--- src/rtl/pwm_dt_pkg.sv ---
// Package: shared mode encoding and channel indices for the PWM pair.
// Assumes channel 0 is the top output and channel 1 is the bottom output.
package pwm_dt_pkg;

    typedef enum logic {
        PAIR_INDEP = 1'b0,
        PAIR_COMPL = 1'b1
    } pair_mode_e;

    localparam int CH_TOP = 0;
    localparam int CH_BOT = 1;
    localparam int NUM_CH = 2;

endpackage

--- src/rtl/pwm_timebase.sv ---
// Module: pwm_timebase
// Counter, shadow-to-active transfer and both fractional accumulators.
// Assumes the shadow inputs are stable around the wrap edge. While enable is
// low the active set tracks the shadows and the counter and accumulators clear.
module pwm_timebase #(
    parameter int CW  = 16,
    parameter int FW  = 5,
    parameter int DTW = 10,
    parameter int NCH = 2
) (
    input  logic                     clk,
    input  logic                     rst_n,
    input  logic                     enable,
    input  logic [CW-1:0]            period_sh,
    input  logic [NCH-1:0][CW-1:0]   rise_sh,
    input  logic [NCH-1:0][CW-1:0]   fall_sh,
    input  logic [NCH-1:0][DTW-1:0]  dead_sh,
    input  logic [FW-1:0]            pfrac_sh,
    input  logic [FW-1:0]            efrac_sh,
    output logic [CW-1:0]            cnt,
    output logic [NCH-1:0][CW-1:0]   rise_act,
    output logic [NCH-1:0][CW-1:0]   fall_act,
    output logic [NCH-1:0][DTW-1:0]  dead_act,
    output logic                     edge_ext
);

    localparam logic [CW:0] ONE_W = (CW+1)'(1);

    logic [CW-1:0] cnt_q;
    logic [CW-1:0] per_act_q;
    logic [FW-1:0] pacc_q;
    logic [FW-1:0] eacc_q;
    logic          pext_q;
    logic          eext_q;
    logic [CW:0]   per_eff;
    logic [CW:0]   last_w;
    logic          wrap;
    logic [FW:0]   pacc_sum;
    logic [FW:0]   eacc_sum;

    // Effective period (0 acts as 1) and the last count of this period.
    always_comb begin
        per_eff  = (per_act_q == '0) ? ONE_W : {1'b0, per_act_q};
        last_w   = per_eff - ONE_W + (CW+1)'(pext_q);
        wrap     = ({1'b0, cnt_q} == last_w);
        pacc_sum = {1'b0, pacc_q} + {1'b0, pfrac_sh};
        eacc_sum = {1'b0, eacc_q} + {1'b0, efrac_sh};
    end

    // Counter, accumulators and period extension flags.
    always_ff @(posedge clk) begin
        if (!rst_n) begin
            cnt_q  <= '0;
            pacc_q <= '0;
            eacc_q <= '0;
            pext_q <= 1'b0;
            eext_q <= 1'b0;
        end else if (!enable) begin
            cnt_q  <= '0;
            pacc_q <= '0;
            eacc_q <= '0;
            pext_q <= 1'b0;
            eext_q <= 1'b0;
        end else if (wrap) begin
            cnt_q  <= '0;
            pacc_q <= pacc_sum[FW-1:0];
            eacc_q <= eacc_sum[FW-1:0];
            pext_q <= pacc_sum[FW];
            eext_q <= eacc_sum[FW];
        end else begin
            cnt_q  <= cnt_q + 1'b1;
        end
    end

    // Active period register: loads from its shadow at a boundary or while idle.
    always_ff @(posedge clk) begin
        if (!rst_n) begin
            per_act_q <= '0;
        end else if (!enable || wrap) begin
            per_act_q <= period_sh;
        end
    end

    // Per-channel active compare and deadtime registers, same load rule.
    for (genvar ch = 0; ch < NCH; ch++) begin : g_act
        always_ff @(posedge clk) begin
            if (!rst_n) begin
                rise_act[ch] <= '0;
                fall_act[ch] <= '0;
                dead_act[ch] <= '0;
            end else if (!enable || wrap) begin
                rise_act[ch] <= rise_sh[ch];
                fall_act[ch] <= fall_sh[ch];
                dead_act[ch] <= dead_sh[ch];
            end
        end
    end

    assign cnt      = cnt_q;
    assign edge_ext = eext_q;

endmodule

--- src/rtl/pwm_window.sv ---
// Module: pwm_window
// Compares the counter with a turn-on and a turn-off value, both shifted by
// the edge extension. Purely combinational; assumes rise <= fall for a pulse.
module pwm_window #(
    parameter int CW = 16
) (
    input  logic [CW-1:0] cnt,
    input  logic [CW-1:0] rise,
    input  logic [CW-1:0] fall,
    input  logic          shift,
    output logic          req
);

    logic [CW:0] lo;
    logic [CW:0] hi;
    logic [CW:0] cnt_w;

    // Shifted window bounds in one extra bit so a shift never wraps.
    always_comb begin
        cnt_w = {1'b0, cnt};
        lo    = {1'b0, rise} + (CW+1)'(shift);
        hi    = {1'b0, fall} + (CW+1)'(shift);
        req   = (cnt_w >= lo) && (cnt_w < hi);
    end

endmodule

--- src/rtl/pwm_deadtime.sv ---
// Module: pwm_deadtime
// Holds an output low until its request has been high for 'dead' earlier
// consecutive cycles; releases it at once when the request falls.
// Assumes the run counter saturating at its maximum is acceptable.
module pwm_deadtime #(
    parameter int DTW = 10
) (
    input  logic           clk,
    input  logic           rst_n,
    input  logic           enable,
    input  logic           req,
    input  logic [DTW-1:0] dead,
    output logic           pwm
);

    localparam logic [DTW-1:0] RUN_MAX = '1;

    logic [DTW-1:0] run_q;
    logic           pwm_q;

    // Count consecutive cycles of high request, saturating.
    always_ff @(posedge clk) begin
        if (!rst_n || !enable || !req) begin
            run_q <= '0;
        end else if (run_q != RUN_MAX) begin
            run_q <= run_q + 1'b1;
        end
    end

    // Register the gated output.
    always_ff @(posedge clk) begin
        if (!rst_n) begin
            pwm_q <= 1'b0;
        end else begin
            pwm_q <= enable && req && (run_q >= dead);
        end
    end

    assign pwm = pwm_q;

endmodule

--- src/rtl/pwm_pair_dt.sv ---
// Module: pwm_pair_dt (top)
// One PWM pair: timebase, two compare windows, mode selection for the bottom
// request and one deadtime stage per output. Assumes a single clock domain.
module pwm_pair_dt
    import pwm_dt_pkg::*;
#(
    parameter int CW  = 16,
    parameter int FW  = 5,
    parameter int DTW = 10
) (
    input  logic           clk,
    input  logic           rst_n,
    input  logic           enable,
    input  logic           complementary,
    input  logic [CW-1:0]  period,
    input  logic [CW-1:0]  top_rise,
    input  logic [CW-1:0]  top_fall,
    input  logic [CW-1:0]  bot_rise,
    input  logic [CW-1:0]  bot_fall,
    input  logic [DTW-1:0] top_dead,
    input  logic [DTW-1:0] bot_dead,
    input  logic [FW-1:0]  period_frac,
    input  logic [FW-1:0]  edge_frac,
    output logic [CW-1:0]  count,
    output logic           pwm_top,
    output logic           pwm_bot
);

    logic [NUM_CH-1:0][CW-1:0]  rise_sh;
    logic [NUM_CH-1:0][CW-1:0]  fall_sh;
    logic [NUM_CH-1:0][DTW-1:0] dead_sh;
    logic [NUM_CH-1:0][CW-1:0]  rise_act;
    logic [NUM_CH-1:0][CW-1:0]  fall_act;
    logic [NUM_CH-1:0][DTW-1:0] dead_act;
    logic [NUM_CH-1:0]          win_req;
    logic [NUM_CH-1:0]          ch_req;
    logic [NUM_CH-1:0]          ch_pwm;
    logic [CW-1:0]              cnt;
    logic                       edge_ext;
    pair_mode_e                 mode;

    // Gather the shadow inputs into per-channel arrays.
    always_comb begin
        rise_sh[CH_TOP] = top_rise;
        fall_sh[CH_TOP] = top_fall;
        dead_sh[CH_TOP] = top_dead;
        rise_sh[CH_BOT] = bot_rise;
        fall_sh[CH_BOT] = bot_fall;
        dead_sh[CH_BOT] = bot_dead;
    end

    pwm_timebase #(
        .CW (CW),
        .FW (FW),
        .DTW(DTW),
        .NCH(NUM_CH)
    ) u_timebase (
        .clk      (clk),
        .rst_n    (rst_n),
        .enable   (enable),
        .period_sh(period),
        .rise_sh  (rise_sh),
        .fall_sh  (fall_sh),
        .dead_sh  (dead_sh),
        .pfrac_sh (period_frac),
        .efrac_sh (edge_frac),
        .cnt      (cnt),
        .rise_act (rise_act),
        .fall_act (fall_act),
        .dead_act (dead_act),
        .edge_ext (edge_ext)
    );

    for (genvar ch = 0; ch < NUM_CH; ch++) begin : g_win
        pwm_window #(.CW(CW)) u_window (
            .cnt  (cnt),
            .rise (rise_act[ch]),
            .fall (fall_act[ch]),
            .shift(edge_ext),
            .req  (win_req[ch])
        );
    end

    // Pick the bottom request: inverted top or its own window.
    always_comb begin
        mode           = pair_mode_e'(complementary);
        ch_req[CH_TOP] = win_req[CH_TOP];
        ch_req[CH_BOT] = (mode == PAIR_COMPL) ? !win_req[CH_TOP] : win_req[CH_BOT];
    end

    for (genvar ch = 0; ch < NUM_CH; ch++) begin : g_dead
        pwm_deadtime #(.DTW(DTW)) u_dead (
            .clk   (clk),
            .rst_n (rst_n),
            .enable(enable),
            .req   (ch_req[ch]),
            .dead  (dead_act[ch]),
            .pwm   (ch_pwm[ch])
        );
    end

    assign count   = cnt;
    assign pwm_top = ch_pwm[CH_TOP];
    assign pwm_bot = ch_pwm[CH_BOT];

endmodule

--- config.mk ---
export PLATFORM = sky130hd
export DESIGN_NAME = pwm_pair_dt
export DESIGN_NICKNAME = d
export VERILOG_FILES = /design/src/rtl/pwm_dt_pkg.sv /design/src/rtl/pwm_timebase.sv /design/src/rtl/pwm_window.sv /design/src/rtl/pwm_deadtime.sv /design/src/rtl/pwm_pair_dt.sv
export SDC_FILE = /design/constraint.sdc
export NUM_CORES = 1
export LEC_CHECK = 0
export CAP_MARGIN = 20
export CORE_MARGIN = 2
export CORE_UTILIZATION = 50
export CTS_CLUSTER_SIZE = 30
export DETAILED_ROUTE_END_ITERATION = 12
export GPL_TIMING_DRIVEN = 0
export PLACE_DENSITY_LB_ADDON = 0.1
export SYNTH_ARGS = -nofsm -noshare
export SYNTH_HDL_FRONTEND = slang
export SYNTH_SLANG_ARGS = --single-unit
--- constraint.sdc ---
create_clock -name clk -period 4.12 [get_ports clk]
set_input_delay 0.412 -clock clk [delete_from_list [all_inputs] [get_ports clk]]
set_output_delay 0.412 -clock clk [all_outputs]
set_load 0.01 [all_outputs]
Word level (Yosys, flattened, before mapping)
Index checks and enable logic that the tools add are counted.

Logic and storage cells: 57. Register bits: 150. Output and inout bits: 18.

Bitwise logic cells: 2. Magnitude comparators: 6. Eq/ne operators: 3. Reduce and logical (&&, ||, !) cells: 17. Add/sub/neg operators: 11. Muxes and demuxes: 2.

Operator list (number): $add A16 B1 Y17 (4); $ge A16 B17 Y1 (2); $lt A16 B17 Y1 (2); $add A10 B1 Y10 const B (2); $ge A10 B10 Y1 (2); $ne A10 B10 Y1 const B (2); $add A17 B1 Y17 (1); $eq A16 B17 Y1 (1); $sub A17 B1 Y17 const B (1); $add A16 B1 Y16 const B (1); $logic_not A16 Y1 (1); $mux W16 (1); $add A5 B5 Y6 (2); $logic_and A1 B1 Y1 (6); $logic_not A1 Y1 (4); $logic_or A1 B1 Y1 (4); $reduce_or A3 Y1 (1); $not A1 Y1 (2); $reduce_and A2 Y1 (1); $mux W1 (1).

Depth between registers and ports, before layout
Gate-level depths: netlist of run 1.

Word-level depth: 7. Mapped depth: 18.

Cells and area by module
A second synthesis of run 1 with hierarchy kept.

Cells, all modules: 1011. Area total of the unflattened synthesis: 9306.4 sq um.

By module, submodules not included: pwm_timebase (times used 1, cells each 504, area each 5391.4 sq um, sequential area each 2562.5 sq um); pwm_deadtime (times used 2, cells each 92, area each 743.2 sq um, sequential area each 220.2 sq um); pwm_window at g_win[0].u_window (times used 1, cells each 161, area each 1217.4 sq um, sequential area each 0.0 sq um); pwm_window at g_win[1].u_window (times used 1, cells each 160, area each 1197.4 sq um, sequential area each 0.0 sq um); pwm_pair_dt (times used 1, cells each 2, area each 13.8 sq um, sequential area each 0.0 sq um).

Worst setup path after synthesis of run 1
OpenSTA, ideal clock, no wires.

Path type: flip-flop to flip-flop. Start point: reg u_timebase.eext_q (netlist: u_timebase.edge_ext). End point: reg g_dead[0].u_dead.pwm_q. Path buffers: 1. Arrival time: 3255 ps. Cell stages (with the launch flop): 18. Library setup time: 86 ps. Slack: 779 ps. Required time: 4034 ps. Cell sequence: dfxtp_1 ha_1 ha_1 and3_1 nand4_1 nor2_1 nand4_1 xor2_1 ha_1 nand4_1 a21boi_0 o2111ai_1 a211o_1 o2111ai_1 o2111ai_1 or2_2 clkbuf_1 a211oi_1.

Longest elaborated chain between the ends: 5. Elaborated cells between the ends (all ways): 7. Classes of those cells: add/sub (2); order compare (2); reduce/logical (3).

Ends and longest elaborated chain: start, declared (line pwm_timebase.sv:34) `logic eext_q;`; start signal, assigned (line pwm_timebase.sv:69) `eext_q <= eacc_sum[FW];`; $add A16 B1 Y17, on equally long branches (line pwm_window.sv:21, pwm_window.sv:22); $ge A16 B17 Y1 / $lt A16 B17 Y1 (equally long branches) (line pwm_window.sv:23) `req = (cnt_w >= lo) && (cnt_w < hi);`; $logic_and A1 B1 Y1 * (line pwm_window.sv:23); $logic_and A1 B1 Y1 * (2 in series) (line pwm_deadtime.sv:35) `pwm_q <= enable && req && (run_q >= dead);`; end signal, assigned (line pwm_deadtime.sv:35); end, declared (line pwm_deadtime.sv:19) `logic pwm_q;`.

Mark *: on every way between the ends. The rest lies on a longest branch, timed or not. A chain may end at the register's enable or synchronous reset.

Worst setup path in the final report of run 1
Start point: reg u_timebase.per_act_q[4]. End point: reg u_timebase.dead_act[13] in the netlist's numbering.

Longest elaborated chain between the ends: 6.

Ends and longest elaborated chain: start, declared (line pwm_timebase.sv:30) `logic [CW-1:0] per_act_q;`; start signal, assigned (line pwm_timebase.sv:80) `per_act_q <= period_sh;`; $logic_not A16 Y1 (line pwm_timebase.sv:43) `per_eff = (per_act_q == '0) ? ONE_W : {1'b0, per_act_q};`; $mux W16 * (line pwm_timebase.sv:43); $sub A17 B1 Y17 * (line pwm_timebase.sv:44) `last_w = per_eff - ONE_W + (CW+1)'(pext_q);`; $add A17 B1 Y17 * (line pwm_timebase.sv:44); $eq A16 B17 Y1 * (line pwm_timebase.sv:45) `wrap = ({1'b0, cnt_q} == last_w);`; $logic_or A1 B1 Y1 * (line pwm_timebase.sv:91) `end else if (!enable || wrap) begin`; end signal, assigned by index (line pwm_timebase.sv:94) `dead_act[ch] <= dead_sh[ch];`; end, declared (line pwm_timebase.sv:23) `output logic [NCH-1:0][DTW-1:0] dead_act,`.

Marked as above.

==> results of run 1 <==
==> per-layer routing <==
| metal | wire length (µm) | GRT usage (%) | vias to the layer above |
|---|---|---|---|
| met5 | 0 | 0 | - |
| met4 | 577 | 8.26 | 0 |
| met3 | 1190 | 4.62 | 47 |
| met2 | 11400 | 42.1 | 199 |
| met1 | 11200 | 32.4 | 3975 |
| li1 | - | - | 4428 |
==> worst reg2reg max path, delay by kind of cell (launching register included) <==
family / cells / cell delay (ns)
buffers and inverters: 3 / 0.60
AOI/OAI and AO/OA: 4 / 0.62
DFF: 1 / 0.51
and+or+nand+nor: 6 / 1.59
adders and majority gates: 2 / 0.47
==> area by class of cell <==
cell class	count	area (µm²)
Buffer	57	241
Clock buffer	26	509
Clock inverter	6	136
Fill cell	1685	6840
Inverter	41	154
Multi-Input combinational cell	923	6000
Sequential cell	150	3010
Tap cell	234	293
Timing Repair Buffer	135	1340
==> sequential cells by signal, summed over array words and instances, names as in the netlist, 2 cells and up <==
register and cells:
u_timebase.fall_act 32, u_timebase.dead_act 20, u_timebase.cnt 16, u_timebase.rise_act 32, u_timebase.pacc_q 5, u_timebase.eacc_q 5
g_dead.u_dead.pwm 2, g_dead.u_dead.run_q 20, u_timebase.per_act_q 16
==> power groups by stage <==
stage	combinational [µW]	clock [µW]	sequential, µW
after global placement	488	0	1610
after global routing	564	1790	1600
after floorplan	305	0	1590
after detailed placement	496	0	1610
final	503	1710	1590
after CTS	501	1740	1580
==> final timing paths <==
kind,from,endpoint,slack (ns)
worst max-delay path,u_timebase.per_act_q[4],u_timebase.dead_act[13],0.23
worst min-delay path,u_timebase.dead_act[5],u_timebase.dead_act[5],0.46
worst max register to register,u_timebase.per_act_q[4],u_timebase.dead_act[13],0.23
worst min register to register,u_timebase.dead_act[5],u_timebase.dead_act[5],0.46
==> cell families (layout without fill, tap and decap cells) <==
| group | after synthesis | in the layout | share of synthesized area, % |
|---|---|---|---|
| simple gates | 485 | 485 | 24.7 |
| compound gates | 218 | 218 | 13.5 |
| xor+xnor | 102 | 102 | 9.84 |
| buf+inv | 100 | 265 | 4.28 |
| fa+ha+maj | 107 | 107 | 14.5 |
| mux | 11 | 11 | 1.18 |
| flops | 150 | 150 | 32.1 |
==> what timing repair did <==
action,4_1_cts,5_1_grt
pin swaps,1,2
resized for setup,3,12
cloned,0,0
setup buffers,1,3
endpoints found under the setup margin,114,139
==> stage by stage <==
step | cell area [µm²] | util [%] | TNS [ns] | hold WS [ns] | instances
after CTS | 11600 | 62.8 | 0 | 0.460 | 1571
after global routing | 11700 | 63.1 | -0.0571 | 0.484 | 1572
after detailed placement | 11000 | 59.2 | -17.98 | 0.452 | 1538
after floorplan | 9360 | - | 0 | 0.436 | 1173
after global placement | 11000 | 59.2 | -8.32 | 0.447 | 1538
final | 11700 | 63.1 | 0 | 0.456 | 1572
==> cells in the mapped netlist, drive strengths merged (4+ instances only) <==
library cell / n / area (µm²)
dfxtp: 150 / 3000
xor2: 56 / 490
nor2: 84 / 315
a211oi: 9 / 72.6
inv: 41 / 154
and2: 4 / 25.0
nand3: 148 / 741
nand2: 144 / 541
o21ai: 123 / 616
nand4: 22 / 138
xnor2: 44 / 385
nor3: 19 / 95.1
a31oi: 7 / 43.8
o2111ai: 5 / 43.8
a21o: 19 / 143
buf: 23 / 111
nor3b: 5 / 42.5
clkbuf: 36 / 135
a21oi: 33 / 165
nand2b: 11 / 68.8
nor2b: 11 / 68.8
ha: 105 / 1310
nor4: 7 / 58.8
mux2i: 11 / 110
and3: 18 / 113
==> flow_summary.toml, run 1 <==
[timing]
clock_skew_ns = 0.0112
post-route-period-util_pct = 94.4
drv_slew = 0
period_minus_slack_ns = 3.89
slew_headroom_pct = 36.6
setup_viol = 0
clock.fmax_mhz = 257
worst_pin_slew_ns = 0.951
hold_violations = 0
fin_ws_ns = 0.233

[synthesis]
async_reset_ff_share_pct = 0
syn_inst = 1173
ys_warn_count = 0
synth_seq_cells = 150
syn_area_mm2 = 0.00936
synth_cell_type_count = 52
synthFlopType = "dfxtp_1"
yosysSeqAreaShare_pct = 32.1
synth.avg_cell_area_um2 = 7.98
syn_nets = 1394
synth_edf_count = 0

[critical_path]
r2r_cells = 15
max_stage_delay_ns = 0.51
path_buf_inv = 3
crit_top_cell = "ha_1"
cp-start-kind = "register"
path_delay_family = "simple AND/OR/NAND/NOR gates"
crit_required_ns = 4.42
path_depth = 15
critPathCaptureType = "register"
path_max_fanout = 10
worstSetupPathType = "reg2reg"
path_cells = "nor2_1 -> a41oi_1 -> ha_1 -> ha_1 -> nor4b_4 -> a2bb2oi_1 -> o21bai_1 -> nor4_2 -> nand4_1 -> and2_1 -> buf_4 -> buf_6 -> buf_2 -> nand3_1 -> o21ai_1"
worst_path_max_delay_cell = "dfxtp_1"
crit_arrival_ns = 4.18

[pwr]
power.net_switching_uw = 931
total_leakage_power_uw = 0.00463
seqPwrFrac_pct = 41.8
ir_worst_vdd_uv = 285
p_per_area_mw_per_mm2 = 325
power.share.clock_pct = 45.0
p_sw_share_pct = 24.5
intPower_uw = 2870
p_comb_share_pct = 13.2
power_uw = 3800

[die]
start_util_pct = 50.5
die_h_um = 141
pin_count = 132
die_x_um = 141
rows = 50
die_area_mm2 = 0.0198
core_region_area_mm2 = 0.0185

[global_routing]
grt_pass1_wl_um = 39700
grt_antenna_before_repair = 0
grt_pass1_vias = 8287
grt_max_degree = 17
grt_overflow = 0
grtUsageTotal_pct = 25.0

[layout]
drive_above_1_share_pct = 4.71
final_common_cell = "dfxtp_1"
final_nets = 1546
area_growth_syn_to_layout_pct = 24.8
most-common-layout-cells = "149 x dfxtp_1, 148 x nand3_1, 144 x nand2_1, 131 x clkdlybuf4s50_1, 105 x ha_1"
diodes = 0

[route]
drc = 0
vias = 8649
drtIter0Drc = 399
wire_per_inst_um = 15.5
postRouteAntennaNets = 0
drt_wl_total_um = 24400
via_per_inst = 5.50
dr.pass1.iters = 5

[clocking]
cts_made_buffers = 17
path_clk_slew_ns = 0.06
clk_path_buf_depth = 2
cts_htree_levels = 4
clockRootBuffer = "clkbuf_16"
clock_latency_ns = 0.42
cts_tree = "done"
ctsHoldBuffers = 0
cts.sinks = 150

[min_path]
whs_path_depth = 2
hold_path.class = "reg2reg"

[status]
status = "complete, no violations"

[placement]
pre_cts_ws_ns = -0.184
dp_hpwl_um = 17800
gp_congestion = 0.835
io_buffers = 131

[job]
drv_cap = 0
Note: power is estimated with default switching activity, not from simulation.
==> run 2, diff against run 1 <==
--- a/config.mk
+++ b/config.mk
@@ -12,6 +12,7 @@
 export DETAILED_ROUTE_END_ITERATION = 12
 export GPL_TIMING_DRIVEN = 0
 export PLACE_DENSITY_LB_ADDON = 0.1
+export SKIP_CTS_REPAIR_TIMING = 1
 export SYNTH_ARGS = -nofsm -noshare
 export SYNTH_HDL_FRONTEND = slang
 export SYNTH_SLANG_ARGS = --single-unit
==> flow_summary.toml, run 2 (synthesis gave the netlist of run 1 again) <==
[status]
status = "complete, no violations"

[global_routing]
grt_max_degree = 17
grt_pass1_vias = 8255
grtUsageTotal_pct = 24.9
grt_pass1_wl_um = 39600
grt_overflow = 0
grt_antenna_before_repair = 0

[die]
core_region_area_mm2 = 0.0185
rows = 50
pin_count = 132
die_x_um = 141
start_util_pct = 50.5
die_area_mm2 = 0.0198
die_h_um = 141

[layout]
final_common_cell = "nand3_1"
drive_above_1_share_pct = 4.78
diodes = 0
most-common-layout-cells = "148 x nand3_1, 147 x dfxtp_1, 144 x nand2_1, 131 x clkdlybuf4s50_1, 105 x ha_1"
fill_cells = 1684
final_nets = 1546
area_growth_syn_to_layout_pct = 24.7
top_regs = "u_timebase.fall_act x32, u_timebase.rise_act x32"
layout.cells.non_filler = 1572

[route]
via_per_inst = 5.47
wl_met1_um = 11300
vias = 8602
dr.pass1.iters = 5
postRouteAntennaNets = 0
wl_met3_um = 1230
route.met2.wl_um = 11400
wire_per_inst_um = 15.5
drc = 0
drt_wl_total_um = 24400
top_layer_used = "met4"
drtIter0Drc = 345

[critical_path]
critPathCaptureType = "register"
cp-start-kind = "register"
path_max_fanout = 10
crit_arrival_ns = 4.19
worst_path_max_delay_cell = "dfxtp_1"
worstSetupPathType = "reg2reg"
path_cells = "nor3_2 -> nand2_1 -> nor2_1 -> a41oi_1 -> ha_1 -> ha_1 -> nor4b_4 -> buf_4 -> o21ai_0 -> mux2i_1 -> o22ai_1 -> nand4_1 -> and2_1 -> buf_4 -> buf_6 -> buf_2 -> nand3_1 -> o21ai_1"
max_stage_delay_ns = 0.37
crit_required_ns = 4.42

[placement]
dp.cells = 1538
dp_hpwl_um = 17800
io_buffers = 131
gp_congestion = 0.835

[clocking]
cts_tree = "done"
cts_made_buffers = 17
clk_path_buf_depth = 2
clock_latency_ns = 0.43
cts.sinks = 150
path_clk_slew_ns = 0.06
clockRootBuffer = "clkbuf_16"
cts_htree_levels = 4

[timing]
post-route-period-util_pct = 94.6
drv_slew = 0
clock_skew_ns = 0.00865
worst_pin_slew_ns = 0.927
setup_viol = 0
period_minus_slack_ns = 3.90
slew_headroom_pct = 38.2
grt_setup_unrepaired = "true"
hold_violations = 0
clock.fmax_mhz = 257

[pwr]
total_leakage_power_uw = 0.00463
power_uw = 3810
p_per_area_mw_per_mm2 = 326
ir_worst_vdd_uv = 285

[job]
drv_cap = 0

[min_path]
hold_path.class = "reg2reg"
==> run 2: cell counts in the layout (fill, tap and decap cells not counted) <==
No cell type changed its count.
==> run 2: worst paths after layout <==
path                      startpoint                     end  slack, ns  cells past startpoint
max reg2reg  u_timebase.per_act_q[9]  u_timebase.dead_act[9]       0.22                     18
min reg2reg   u_timebase.dead_act[5]  u_timebase.dead_act[5]       0.46                      2
max          u_timebase.per_act_q[9]  u_timebase.dead_act[9]       0.22                     18
min           u_timebase.dead_act[5]  u_timebase.dead_act[5]       0.46                      2
==> run 2: critical path, delay by kind of cell (launching register included) <==
family | cells | cell delay [ns]
compound gates | 4 | 0.64
fa+ha+maj | 2 | 0.48
buf+inv | 4 | 0.76
flops | 1 | 0.37
mux | 1 | 0.10
simple gates | 7 | 1.41
==> run 2: per-layer routing <==
| layer | GRT usage (%) | up-vias |
|---|---|---|
| li1 | - | 4425 |
| met1 | 32.5 | 3938 |
| met2 | 41.7 | 201 |
| met3 | 4.82 | 38 |
| met4 | 7.79 | 0 |
| met5 | 0 | - |
==> run 2: area by class of cell <==
cell class / instances / area (µm²) / area share (%)
multi-input cells: 923 / 5990 / 51.3
clock buffers: 26 / 509 / 4.36
clock inverters: 6 / 136 / 1.17
inverters: 41 / 154 / 1.32
flip-flops and latches: 150 / 3010 / 25.8
repair buffers: 135 / 1340 / 11.5
well taps: 234 / 293 / 2.51
plain buffers: 57 / 241 / 2.07
==> run 2: power breakdown <==
part	total (µW)	switching, µW	internal (µW)
combinational	503	245	258
sequential	1590	75.5	1510
clock	1710	616	1100
==> run 2: through the flow <==
stage	worst slack, ns	instance area, µm²	setup TNS, ns	hold WS, ns	utilization [%]
final	0.224	11700	0	0.456	63.1
after CTS	-0.225	11600	-22.58	0.460	62.7
after floorplan	0.779	9360	0	0.436	-
after global placement	-0.116	11000	-8.32	0.447	59.2
after detailed placement	-0.184	11000	-17.98	0.452	59.2
after global routing	-0.0267	11700	-0.0311	0.484	63.1
